File: config.mk
export PLATFORM = sky130hd
export DESIGN_NAME = adlock_home
export DESIGN_NICKNAME = d
export VERILOG_FILES = /design/src/rtl/adlock_pkg.sv /design/src/rtl/adlock_wlist.sv /design/src/rtl/adlock_ctrl.sv /design/src/rtl/adlock_emit.sv /design/src/rtl/adlock_home.sv
export SDC_FILE = /design/constraint.sdc
export NUM_CORES = 1
export LEC_CHECK = 0
export CORE_AREA = 2 2 79 81
export DETAILED_ROUTE_END_ITERATION = 8
export DIE_AREA = 0 0 81 83
export PLACE_DENSITY = 0.79
export SYNTH_ARGS = -nofsm -noshare
export SYNTH_HDL_FRONTEND = slang
export SYNTH_SLANG_ARGS = --single-unit
File: constraint.sdc
create_clock -name clk -period 3.1 [get_ports clk]
set_input_delay 0.465 -clock clk [delete_from_list [all_inputs] [get_ports clk]]
set_output_delay 0.465 -clock clk [all_outputs]
set_load 0.05 [all_outputs]
File: src/rtl/adlock_pkg.sv
package adlock_pkg;

    typedef enum logic [1:0] {
        K_IDLE = 2'd0,
        K_ACQ  = 2'd1,
        K_REL  = 2'd2,
        K_HINT = 2'd3
    } in_kind_e;

    typedef enum logic [1:0] {
        RSP_NONE  = 2'd0,
        RSP_GRANT = 2'd1,
        RSP_FWD   = 2'd2,
        RSP_ACK   = 2'd3
    } rsp_kind_e;

    typedef enum logic [2:0] {
        ACT_NONE,
        ACT_GRANT,
        ACT_FWD,
        ACT_ACK,
        ACT_CHAIN
    } act_e;

    typedef enum logic {
        MODE_CENT = 1'b0,
        MODE_DIST = 1'b1
    } mode_e;

    function automatic rsp_kind_e act_to_rsp(act_e a);
        case (a)
            ACT_GRANT: return RSP_GRANT;
            ACT_FWD:   return RSP_FWD;
            ACT_CHAIN: return RSP_FWD;
            ACT_ACK:   return RSP_ACK;
            default:   return RSP_NONE;
        endcase
    endfunction

endpackage

File: src/rtl/adlock_wlist.sv
module adlock_wlist #(
    parameter int NODE_W = 4,
    parameter int NWAIT  = 4,
    localparam int CNT_W = $clog2(NWAIT + 1)
) (
    input  logic                           clk,
    input  logic                           rst,
    input  logic                           push,
    input  logic [NODE_W-1:0]              push_id,
    input  logic                           pop,
    input  logic                           clear,
    output logic [NWAIT-1:0][NODE_W-1:0]   ents,
    output logic [CNT_W-1:0]               cnt
);

    logic [CNT_W-1:0] wr_idx;

    // Slot written by a push: behind the last entry, after any shift.
    assign wr_idx = pop ? (cnt - CNT_W'(1)) : cnt;

    always_ff @(posedge clk) begin
        if (rst || clear) begin
            cnt <= '0;
        end else begin
            cnt <= cnt + CNT_W'(push) - CNT_W'(pop);
        end
    end

    for (genvar gi = 0; gi < NWAIT; gi++) begin : g_ent
        logic [NODE_W-1:0] ent_q;
        logic [NODE_W-1:0] shifted;

        if (gi < NWAIT - 1) begin : g_mid
            assign shifted = pop ? ents[gi+1] : ent_q;
        end else begin : g_last
            assign shifted = pop ? '0 : ent_q;
        end

        always_ff @(posedge clk) begin
            if (rst) begin
                ent_q <= '0;
            end else if (push && wr_idx == CNT_W'(gi)) begin
                ent_q <= push_id;
            end else begin
                ent_q <= shifted;
            end
        end

        assign ents[gi] = ent_q;
    end

endmodule

File: src/rtl/adlock_ctrl.sv
module adlock_ctrl
    import adlock_pkg::*;
#(
    parameter int NODE_W = 4,
    parameter int NWAIT  = 4,
    localparam int CNT_W = $clog2(NWAIT + 1)
) (
    input  logic              clk,
    input  logic              rst,
    input  in_kind_e          in_kind,
    input  logic [NODE_W-1:0] in_node,
    input  logic [CNT_W-1:0]  wl_cnt,
    input  logic [NODE_W-1:0] wl_head,
    output logic              wl_push,
    output logic              wl_pop,
    output logic              wl_clear,
    output act_e              act,
    output logic [NODE_W-1:0] act_dst,
    output logic [NODE_W-1:0] act_arg,
    output logic [NODE_W-1:0] owner,
    output logic              mode_dist
);

    mode_e             mode_q, mode_n;
    logic              held_q, held_n;
    logic [NODE_W-1:0] owner_q, owner_n;
    logic [NODE_W-1:0] tail_q, tail_n;

    always_comb begin
        mode_n   = mode_q;
        held_n   = held_q;
        owner_n  = owner_q;
        tail_n   = tail_q;
        act      = ACT_NONE;
        act_dst  = '0;
        act_arg  = '0;
        wl_push  = 1'b0;
        wl_pop   = 1'b0;
        wl_clear = 1'b0;

        case (in_kind)
            K_ACQ: begin
                if (mode_q == MODE_CENT) begin
                    if (!held_q) begin
                        act     = ACT_GRANT;
                        act_dst = in_node;
                        act_arg = in_node;
                        held_n  = 1'b1;
                        owner_n = in_node;
                    end else if (wl_cnt < CNT_W'(NWAIT)) begin
                        wl_push = 1'b1;
                    end else begin
                        // list full: hand the queue over to the nodes
                        act      = ACT_CHAIN;
                        act_arg  = in_node;
                        wl_clear = 1'b1;
                        mode_n   = MODE_DIST;
                        tail_n   = in_node;
                        held_n   = 1'b0;
                    end
                end else begin
                    act     = ACT_FWD;
                    act_dst = tail_q;
                    act_arg = in_node;
                    tail_n  = in_node;
                end
            end
            K_REL: begin
                if (mode_q == MODE_CENT && held_q && in_node == owner_q) begin
                    if (wl_cnt != '0) begin
                        act     = ACT_GRANT;
                        act_dst = wl_head;
                        act_arg = wl_head;
                        wl_pop  = 1'b1;
                        owner_n = wl_head;
                    end else begin
                        held_n = 1'b0;
                    end
                end
            end
            K_HINT: begin
                // still the tail means nothing was forwarded to it since
                if (mode_q == MODE_DIST && in_node == tail_q) begin
                    act     = ACT_ACK;
                    act_dst = in_node;
                    act_arg = in_node;
                    mode_n  = MODE_CENT;
                    held_n  = 1'b1;
                    owner_n = in_node;
                end
            end
            default: ;
        endcase
    end

    always_ff @(posedge clk) begin
        if (rst) begin
            mode_q  <= MODE_CENT;
            held_q  <= 1'b0;
            owner_q <= '0;
            tail_q  <= '0;
        end else begin
            mode_q  <= mode_n;
            held_q  <= held_n;
            owner_q <= owner_n;
            tail_q  <= tail_n;
        end
    end

    assign owner     = owner_q;
    assign mode_dist = (mode_q == MODE_DIST);

endmodule

File: src/rtl/adlock_emit.sv
module adlock_emit
    import adlock_pkg::*;
#(
    parameter int NODE_W = 4,
    parameter int NWAIT  = 4,
    localparam int NSLOT = NWAIT + 1
) (
    input  logic                          clk,
    input  logic                          rst,
    input  act_e                          act,
    input  logic [NODE_W-1:0]             act_dst,
    input  logic [NODE_W-1:0]             act_arg,
    input  logic [NODE_W-1:0]             owner,
    input  logic [NWAIT-1:0][NODE_W-1:0]  ents,
    output logic [NSLOT-1:0]              out_vld,
    output logic [NSLOT-1:0][1:0]         out_kind,
    output logic [NSLOT-1:0][NODE_W-1:0]  out_dst,
    output logic [NSLOT-1:0][NODE_W-1:0]  out_arg
);

    logic chain;
    assign chain = (act == ACT_CHAIN);

    for (genvar gs = 0; gs < NSLOT; gs++) begin : g_slot
        logic              v;
        rsp_kind_e         k;
        logic [NODE_W-1:0] d;
        logic [NODE_W-1:0] a;
        logic              v_q;
        logic [1:0]        k_q;
        logic [NODE_W-1:0] d_q;
        logic [NODE_W-1:0] a_q;

        if (gs == 0) begin : g_first
            assign v = (act != ACT_NONE);
            assign k = act_to_rsp(act);
            assign d = chain ? owner : act_dst;
            assign a = chain ? ents[0] : act_arg;
        end else if (gs < NWAIT) begin : g_link
            assign v = chain;
            assign k = RSP_FWD;
            assign d = ents[gs-1];
            assign a = ents[gs];
        end else begin : g_end
            assign v = chain;
            assign k = RSP_FWD;
            assign d = ents[NWAIT-1];
            assign a = act_arg;
        end

        always_ff @(posedge clk) begin
            if (rst) begin
                v_q <= 1'b0;
                k_q <= '0;
                d_q <= '0;
                a_q <= '0;
            end else begin
                v_q <= v;
                k_q <= v ? k : RSP_NONE;
                d_q <= v ? d : '0;
                a_q <= v ? a : '0;
            end
        end

        assign out_vld[gs]  = v_q;
        assign out_kind[gs] = k_q;
        assign out_dst[gs]  = d_q;
        assign out_arg[gs]  = a_q;
    end

endmodule

File: src/rtl/adlock_home.sv
module adlock_home
    import adlock_pkg::*;
#(
    parameter int NODE_W = 4,
    parameter int NWAIT  = 4,
    localparam int NSLOT = NWAIT + 1,
    localparam int CNT_W = $clog2(NWAIT + 1)
) (
    input  logic                         clk,
    input  logic                         rst,
    input  logic [1:0]                   in_kind,
    input  logic [NODE_W-1:0]            in_node,
    output logic [NSLOT-1:0]             out_vld,
    output logic [NSLOT-1:0][1:0]        out_kind,
    output logic [NSLOT-1:0][NODE_W-1:0] out_dst,
    output logic [NSLOT-1:0][NODE_W-1:0] out_arg,
    output logic                         mode_dist,
    output logic [CNT_W-1:0]             wait_cnt
);

    logic                        wl_push, wl_pop, wl_clear;
    logic [NWAIT-1:0][NODE_W-1:0] wl_ents;
    act_e                        act;
    logic [NODE_W-1:0]           act_dst, act_arg, owner;

    adlock_wlist #(.NODE_W(NODE_W), .NWAIT(NWAIT)) u_wlist (
        .clk     (clk),
        .rst     (rst),
        .push    (wl_push),
        .push_id (in_node),
        .pop     (wl_pop),
        .clear   (wl_clear),
        .ents    (wl_ents),
        .cnt     (wait_cnt)
    );

    adlock_ctrl #(.NODE_W(NODE_W), .NWAIT(NWAIT)) u_ctrl (
        .clk       (clk),
        .rst       (rst),
        .in_kind   (in_kind_e'(in_kind)),
        .in_node   (in_node),
        .wl_cnt    (wait_cnt),
        .wl_head   (wl_ents[0]),
        .wl_push   (wl_push),
        .wl_pop    (wl_pop),
        .wl_clear  (wl_clear),
        .act       (act),
        .act_dst   (act_dst),
        .act_arg   (act_arg),
        .owner     (owner),
        .mode_dist (mode_dist)
    );

    adlock_emit #(.NODE_W(NODE_W), .NWAIT(NWAIT)) u_emit (
        .clk      (clk),
        .rst      (rst),
        .act      (act),
        .act_dst  (act_dst),
        .act_arg  (act_arg),
        .owner    (owner),
        .ents     (wl_ents),
        .out_vld  (out_vld),
        .out_kind (out_kind),
        .out_dst  (out_dst),
        .out_arg  (out_arg)
    );

endmodule

* Word-level counts from Yosys, hierarchy flattened
Index checks and enable logic that the tools add are counted.
** Cells by class
- Add/sub/neg operators :: 3
- Multiply operators :: 0
- Divide/modulo/power cells :: 0
- $lt $le $gt $ge :: 1
- Equal/unequal tests :: 19
- Shifts and indexed selects :: 0
- Muxes and demuxes :: 59
- Bitwise gates (word level) :: 3
- Reduce and logical (&&, ||, !) cells :: 25
** Operators by type and width (number)
- 4-bit two-way mux :: 26
- 4-bit case mux with 3 select lines :: 3
- 1-bit two-way mux :: 19
- 3-bit two-way mux :: 5
- 3-bit by 2-bit equality test with 1-bit output, second input constant :: 4
- 2-bit nonzero test :: 6
- 3-bit case mux with 3 select lines :: 1
- 3-bit nonzero test :: 3
- 4-bit equality test :: 2
- 2-bit by 1-bit inequality test with 1-bit output, second input constant :: 4
- 1-bit logical AND :: 7
- 3-bit by 1-bit equality test with 1-bit output, second input constant :: 2
- 2-bit inequality test, second input constant :: 3
- 2-bit case mux with 3 select lines :: 1
- 6-bit AND reduction :: 1
- 2-bit OR reduction :: 3
- 5-bit AND reduction :: 1
- 2-bit equality test, second input constant :: 2
- 2-bit two-way mux :: 2
- 3-bit by 1-bit adder with 3-bit output :: 1
- 3-bit equality test, second input constant :: 1
- 3-bit zero test :: 1
- 3-bit < comparator, second input constant :: 1
- 1-bit NOT :: 3
- 8 further kinds :: 8
** Storage, ports and cells
- Register bits after elaboration :: 63
- Latch bits :: 0
- Bits in writable memories :: 0
- Bits in read-only memories :: 0
- Bits of input ports :: 8
- Memories :: 0

* Depth between registers and ports, before layout
- Depth after elaboration :: 9
- Mapped depth :: 14
- Gate-level depth less buffers :: 12

* By module
A second synthesis with hierarchy kept.
** Unflattened totals
- Cell total of the unflattened synthesis :: 339
- Area total of the unflattened synthesis :: 3261.9 um^2
** By module, submodules not included
- adlock_emit :: instances 1, cells each 121, area each 1261.2 um^2
- adlock_wlist :: instances 1, cells each 96, area each 1023.5 um^2
- adlock_ctrl :: instances 1, cells each 122, area each 977.2 um^2

* Worst setup path before layout
No wires, ideal clock.
- Kind :: reg-to-reg
- Start point :: register u_wlist.cnt[1]
- End point :: register u_wlist.cnt[2]
- Setup time :: 133 ps
- Arrival time :: 2892 ps
- Required time :: 2967 ps
- Setup slack :: 75 ps
- Cell stages (with the launch flop) :: 15
- Path buffers :: 2
- Clock period less this slack :: 3025 ps
- Cells stage by stage :: dfxtp_1 -> inv_1 -> ha_1 -> nor2b_1 -> nor2_1 -> and3_1 -> buf_4 -> buf_2 -> ha_1 -> inv_1 -> ha_1 -> fa_1 -> xnor2_1 -> xnor2_1 -> nor3_1
** On the way
- Cells in the longest elaborated chain, start to end :: 7
- Elaborated cells on any way between the ends :: 16
** Ends and longest elaborated chain
- from (decl) :: RTL line adlock_wlist.sv:13 : output logic [CNT_W-1:0] cnt
- from (signal assigned) :: RTL line adlock_wlist.sv:25 : cnt <= cnt + CNT_W'(push) - CNT_W'(pop);
- 3-bit < comparator :: RTL line adlock_ctrl.sv:50 : end else if (wl_cnt < CNT_W'(NWAIT)) begin
- 1-bit two-way mux :: RTL line adlock_ctrl.sv:50
- 1-bit two-way mux :: RTL line adlock_ctrl.sv:44 : if (!held_q) begin
- 1-bit two-way mux :: RTL line adlock_ctrl.sv:43 : if (mode_q == MODE_CENT) begin
- 1-bit two-way mux :: RTL line adlock_ctrl.sv:41 : case (in_kind)
- 3-bit by 1-bit adder with 3-bit output :: RTL line adlock_wlist.sv:25
- 3-bit by 1-bit subtractor with 3-bit output :: RTL line adlock_wlist.sv:25
Parallel ways exist; a longest one is shown, timed or not.
A chain may end at the register's enable or synchronous reset.

* Worst setup path after layout
- Start point :: input port in_kind[0]
- End point :: register u_wlist.cnt[2]
** On the way
- Cells in the longest elaborated chain, start to end :: 4
- Elaborated cells on any way between the ends :: 8
** Ends and longest elaborated chain
- from (decl) :: RTL line adlock_home.sv:11 : input logic [1:0] in_kind,
- 2-bit by 1-bit equality test with 1-bit output :: RTL line adlock_ctrl.sv:41
- 1-bit two-way mux :: RTL line adlock_ctrl.sv:41
- 3-bit by 1-bit adder with 3-bit output :: RTL line adlock_wlist.sv:25
- 3-bit by 1-bit subtractor with 3-bit output :: RTL line adlock_wlist.sv:25
Parallel ways exist; a longest one is shown, timed or not.

==> report_table.html <==
<table>
<tr><th>Metric</th><th>Value</th></tr>
<tr><th colspan="2">STA</th></tr>
<tr><td>Fin crit share</td><td>0.8077</td></tr>
<tr><td>F_max</td><td>399.4 MHz</td></tr>
<tr><td>TNS Setup</td><td>0 ns</td></tr>
<tr><td>Final setup margin</td><td>0.5961 ns</td></tr>
<tr><td>Slew Limit Fails</td><td>0</td></tr>
<tr><td>Worst slew slack as a fraction of its limit</td><td>0.5853</td></tr>
<tr><td>Clock period minus final worst setup slack</td><td>2.504 ns</td></tr>
<tr><td>Number of endpoints with negative hold slack in the final report</td><td>0</td></tr>
<tr><td>Clock skew after layout</td><td>0.003632 ns</td></tr>
<tr><td>Actual transition at the worst max-transition pin</td><td>0.6197 ns</td></tr>
<tr><td>Unrepaired setup endpoints after global routing</td><td>no</td></tr>
<tr><td>Final setup violation count</td><td>0</td></tr>
<tr><th colspan="2">Finish</th></tr>
<tr><td>Fraction of final layout cells with drive strength greater than 1</td><td>0.1136</td></tr>
<tr><td>Post-route cell area</td><td>3590 um2</td></tr>
<tr><td>Final net count</td><td>369</td></tr>
<tr><td>Layout area overhead</td><td>24.85%</td></tr>
<tr><td>Count of antenna diodes in the layout</td><td>0</td></tr>
<tr><th colspan="2">Clock tree</th></tr>
<tr><td>Clock tree buffer depth</td><td>2</td></tr>
<tr><td>Clk Latency, worst-skew pair</td><td>0.34 ns</td></tr>
<tr><td>Level count of the clock H-tree</td><td>3</td></tr>
<tr><td>Post-CTS setup-driven buffer insertion count</td><td>0</td></tr>
<tr><td>Clock root buffer</td><td>clkbuf_8</td></tr>
<tr><td>Total of hold buffers inserted after clock tree synthesis</td><td>0</td></tr>
<tr><td>Number of sinks on the clock net</td><td>61</td></tr>
<tr><td>Clock transition at path regs</td><td>0.07 ns</td></tr>
<tr><td>TritonCTS clock tree</td><td>built</td></tr>
<tr><td>Total of cells resized after clock tree synthesis</td><td>0</td></tr>
<tr><td>Number of buffers added by the clock tree synthesis step</td><td>9</td></tr>
<tr><th colspan="2">Setup path</th></tr>
<tr><td>Reg-to-reg critical path endpoint</td><td>u_wlist.cnt[2]$_SDFF_PP0_</td></tr>
<tr><td>Worst r2r src</td><td>u_wlist.cnt[1]$_SDFF_PP0_</td></tr>
<tr><td>Family of cells with the greatest summed delay on the critical path</td><td>adder cells</td></tr>
<tr><td>Data arrival time of the worst path</td><td>2.74 ns</td></tr>
<tr><td>Worst setup path endpoint</td><td>u_wlist.cnt[2]$_SDFF_PP0_</td></tr>
<tr><td>Length in cells of the worst reg-to-reg path</td><td>12</td></tr>
<tr><td>Number of cells on the critical path</td><td>11</td></tr>
<tr><td>Slowest stage cell, crit path</td><td>clkdlybuf4s50_1</td></tr>
<tr><td>Crit end category</td><td>flop</td></tr>
<tr><td>Crit-path max FO</td><td>4</td></tr>
<tr><td>Worst setup path start</td><td>in_kind[0]</td></tr>
<tr><td>Data required time at the worst endpoint</td><td>3.33 ns</td></tr>
<tr><td>CP cell instances</td><td>clkdlybuf4s50_1 -&gt; or2b_1 -&gt; nor3_2 -&gt; inv_1 -&gt; ha_1 -&gt; inv_1 -&gt; ha_1 -&gt; fa_1 -&gt; xnor2_1 -&gt; xnor2_1 -&gt; nor3_1</td></tr>
<tr><td>Worst path max stage delay</td><td>0.47 ns</td></tr>
<tr><td>Worst-case register-to-register setup slack</td><td>0.60 ns</td></tr>
<tr><td>Startpoint class of the critical path</td><td>primary input</td></tr>
<tr><td>Classification of the worst setup path</td><td>in2reg</td></tr>
<tr><td>Buf/Inv on CP</td><td>3</td></tr>
<tr><th colspan="2">Placement</th></tr>
<tr><td>Worst-case setup slack after placement</td><td>0.2410 ns</td></tr>
<tr><td>Weighted congestion at the end of routability-driven global placement</td><td>0.9541</td></tr>
<tr><td>Total placed instance area</td><td>3391 um2</td></tr>
<tr><td>Count of buffers from port buffering</td><td>62</td></tr>
<tr><td>HPWL after detailed placement</td><td>4346 um</td></tr>
<tr><th colspan="2">GRT</th></tr>
<tr><td>Global route total overflow</td><td>0</td></tr>
<tr><td>Initial antenna violation count</td><td>0</td></tr>
<tr><td>Via count of the first global-routing pass</td><td>2,098</td></tr>
<tr><td>Largest net degree at the start of global routing</td><td>26</td></tr>
<tr><td>Wire length of the first global-routing pass</td><td>10,140 um</td></tr>
<tr><td>Overall global routing resource usage</td><td>0.1965</td></tr>
<tr><th colspan="2">Synth</th></tr>
<tr><td>Largest family of logic cells by synthesized area</td><td>compound AO/OA/AOI/OAI gates</td></tr>
<tr><td>Most common cell in the netlist</td><td>dfxtp_1</td></tr>
<tr><td>Multiplexer share of the synthesized area</td><td>0.05222</td></tr>
<tr><td>Simple-Gate Fraction of Synth Area</td><td>0.1671</td></tr>
<tr><td>Synthesis Warnings</td><td>0</td></tr>
<tr><td>Cell type with the largest total area after synthesis</td><td>dfxtp_1</td></tr>
<tr><td>Number of synthesized flops with an enable pin</td><td>0</td></tr>
<tr><td>Commonest cells in the synthesized netlist</td><td>61 x dfxtp_1, 27 x buf_4, 27 x nor2_1, 18 x a21oi_1, 18 x nand2_1</td></tr>
<tr><td>Average footprint of a synthesized cell</td><td>9.245 um2</td></tr>
<tr><td>#FFs+latches synth</td><td>61</td></tr>
<tr><td>Async S/R FF share, synth</td><td>0</td></tr>
<tr><td>Cells taking the most area after synthesis</td><td>dfxtp_1 42%, buf_4 7.0%, mux2i_1 5.2%, and2_1 3.7%, nor2_1 3.5%</td></tr>
<tr><td>Xor and xnor fraction of the mapped netlist area</td><td>0.03046</td></tr>
<tr><td>Post-synthesis instance area</td><td>2875 um2</td></tr>
<tr><td>Adder-cell share of the synthesized area</td><td>0.02437</td></tr>
<tr><td>Predominant post-synthesis flop cell</td><td>dfxtp_1</td></tr>
<tr><td>Synthesized netlist cell count</td><td>311</td></tr>
<tr><td>Top cell type's share of synthesized area</td><td>0.4247</td></tr>
<tr><td>Compound-cell area share of the yosys netlist</td><td>0.1784</td></tr>
<tr><td>Count of cell types in the netlist</td><td>46</td></tr>
<tr><td>Part of the Yosys area used for sequential elements</td><td>0.4247</td></tr>
<tr><th colspan="2">Detailed routing</th></tr>
<tr><td>Average detailed-routed wire length per instance</td><td>14.33 um</td></tr>
<tr><td>Number of antenna-violating nets in the routed design</td><td>0</td></tr>
<tr><td>Number of vias in the routed layout</td><td>2,299</td></tr>
<tr><td>Number of DRC violations after detailed routing</td><td>0</td></tr>
<tr><td>Number of vias per cell after detailed routing</td><td>5.273</td></tr>
<tr><td>Starting DRT DRC Count</td><td>244</td></tr>
<tr><td>Number of optimization iterations in the first detailed-route pass</td><td>5</td></tr>
<tr><td>DRT Wirelength</td><td>6246 um</td></tr>
<tr><th colspan="2">Die</th></tr>
<tr><td>Floorplan die width</td><td>81 um</td></tr>
<tr><td>Number of top-level pins</td><td>67</td></tr>
<tr><td>Starting utilization of the core area</td><td>0.4944</td></tr>
<tr><td>Count of standard-cell rows</td><td>28</td></tr>
<tr><td>Die Outline Area</td><td>6723 um2</td></tr>
<tr><td>Placeable core region</td><td>5816 um2</td></tr>
<tr><td>Height of the chip</td><td>83 um</td></tr>
<tr><th colspan="2">Job</th></tr>
<tr><td>Number of maximum-capacitance constraint violations</td><td>0</td></tr>
<tr><th colspan="2">Power and ir drop</th></tr>
<tr><td>Areal power density over the cells</td><td>460.1 nW/um2</td></tr>
<tr><td>Peak VDD IR</td><td>280.5 uV</td></tr>
<tr><td>Leakage power total</td><td>1.309 nW</td></tr>
<tr><th colspan="2">Min path</th></tr>
<tr><td>Kind of path behind the tightest hold check</td><td>reg2reg</td></tr>
<tr><th colspan="2">Run status</th></tr>
<tr><td>Outcome</td><td>finished clean</td></tr>
</table>
-- cell usage in the layout, fill, tap and decap left out, types with 2 or more instances in the layout --
cell type and count:
xor2_1 8, clkinv_2 3, or2_2 2, buf_4 11, a22oi_1 4, nor3_1 5, dfxtp_1 61, nand2_1 18
clkdlybuf4s50_1 62, nor2b_1 2, nor3b_1 3, nand2b_1 3, o21ai_0 15, o21bai_1 4, and2_1 17, a211oi_1 8
a221oi_2 3, conb_1 4, a21oi_1 18, nand3_1 8, mux2i_1 15, xnor2_1 2, inv_1 15, clkbuf_8 10
ha_1 4, nor2_1 27, a221oi_1 4, a32o_1 3, and3_1 2
-- sequential cells by signal, summed over array words and instances (netlist names) --
name	cells
u_ctrl.held_q	1
u_ctrl.mode_dist	1
u_ctrl.owner	4
u_ctrl.tail_q	4
u_emit.g_slot.a_q	16
u_emit.g_slot.d_q	12
u_emit.g_slot.k_q	3
u_emit.g_slot.v_q	1
u_wlist.cnt	3
u_wlist.g_ent.ent_q	16
-- metal layers --
metal | up-vias | track usage | wire length (um)
li1 | 1119 | - | -
met1 | 1045 | 0.2570 | 2795
met2 | 117 | 0.2953 | 2814
met3 | 18 | 0.06413 | 503
met4 | 0 | 0.08166 | 131
met5 | - | 0 | 0
-- worst min path at each step --
| stage | start | end | slack (ns) | cells past startpoint |
|---|---|---|---|---|
| CTS | u_wlist.g_ent[1].ent_q[3]$_SDFFE_PP0P_ | u_emit.g_slot[2].d_q[3]$_SDFF_PP0_ | 0.50 | 1 |
| finish | u_wlist.g_ent[1].ent_q[3]$_SDFFE_PP0P_ | u_emit.g_slot[2].d_q[3]$_SDFF_PP0_ | 0.50 | 1 |
| global placement | u_wlist.g_ent[3].ent_q[2]$_SDFFE_PP0P_ | u_wlist.g_ent[3].ent_q[2]$_SDFFE_PP0P_ | 0.48 | 1 |
| detailed placement | u_wlist.g_ent[3].ent_q[2]$_SDFFE_PP0P_ | u_wlist.g_ent[3].ent_q[2]$_SDFFE_PP0P_ | 0.48 | 1 |
| global route | u_wlist.g_ent[3].ent_q[3]$_SDFFE_PP0P_ | u_wlist.g_ent[3].ent_q[3]$_SDFFE_PP0P_ | 0.51 | 1 |
| floorplan | u_wlist.g_ent[2].ent_q[0]$_SDFFE_PP0P_ | u_emit.g_slot[2].a_q[0]$_SDFF_PP0_ | 0.45 | 1 |
-- through the flow --
step / std cells / power (mW) / util / hold slack (ns)
5_1_grt: 436 / 1.715 / 0.6173 / 0.5117
3_3_place_gp: 420 / 0.9577 / 0.5830 / 0.4840
6_report: 436 / 1.652 / 0.6173 / 0.4980
4_1_cts: 436 / 1.660 / 0.6173 / 0.4978
2_1_floorplan: 314 / 0.9253 / - / 0.4517
3_5_place_dp: 420 / 0.9596 / 0.5830 / 0.4837
-- cells by family (layout without fill, tap and decap cells) --
logic type | Yosys count | in the layout
compound gates | 68 | 68
buf+inv | 57 | 104
fa+ha+maj | 5 | 5
other cells | 1 | 4
simple gates | 94 | 94
flops | 61 | 61
mux | 15 | 15
xor+xnor | 10 | 10
-- power by group --
group          leakage (nW)  total (mW)  switching (mW)  internal (mW)
registers             0.493       0.805          0.0105          0.795
clock network         0.102       0.706           0.315          0.391
logic                 0.714       0.140          0.0902         0.0498
-- worst reg2reg max path: stages, from the launching register on --
cell and delay (ns):
dfxtp_1 0.37, inv_1 0.19, ha_1 0.17, nor2b_1 0.17
nor2_1 0.05, and3_1 0.20, ha_1 0.28, inv_1 0.04
ha_1 0.18, fa_1 0.37, xnor2_1 0.19, xnor2_1 0.13
nor3_1 0.05
-- final cells by class --
cell class	count	area (um2)
Fill cell	485	2226
Timing Repair Buffer	73	703.2
Inverter	15	56.30
Clock buffer	10	137.6
Sequential cell	61	1221
Multi-Input combinational cell	196	1316
Clock inverter	6	61.31
Tap cell	75	93.84
No activity file was read; power rests on OpenSTA's default activity.
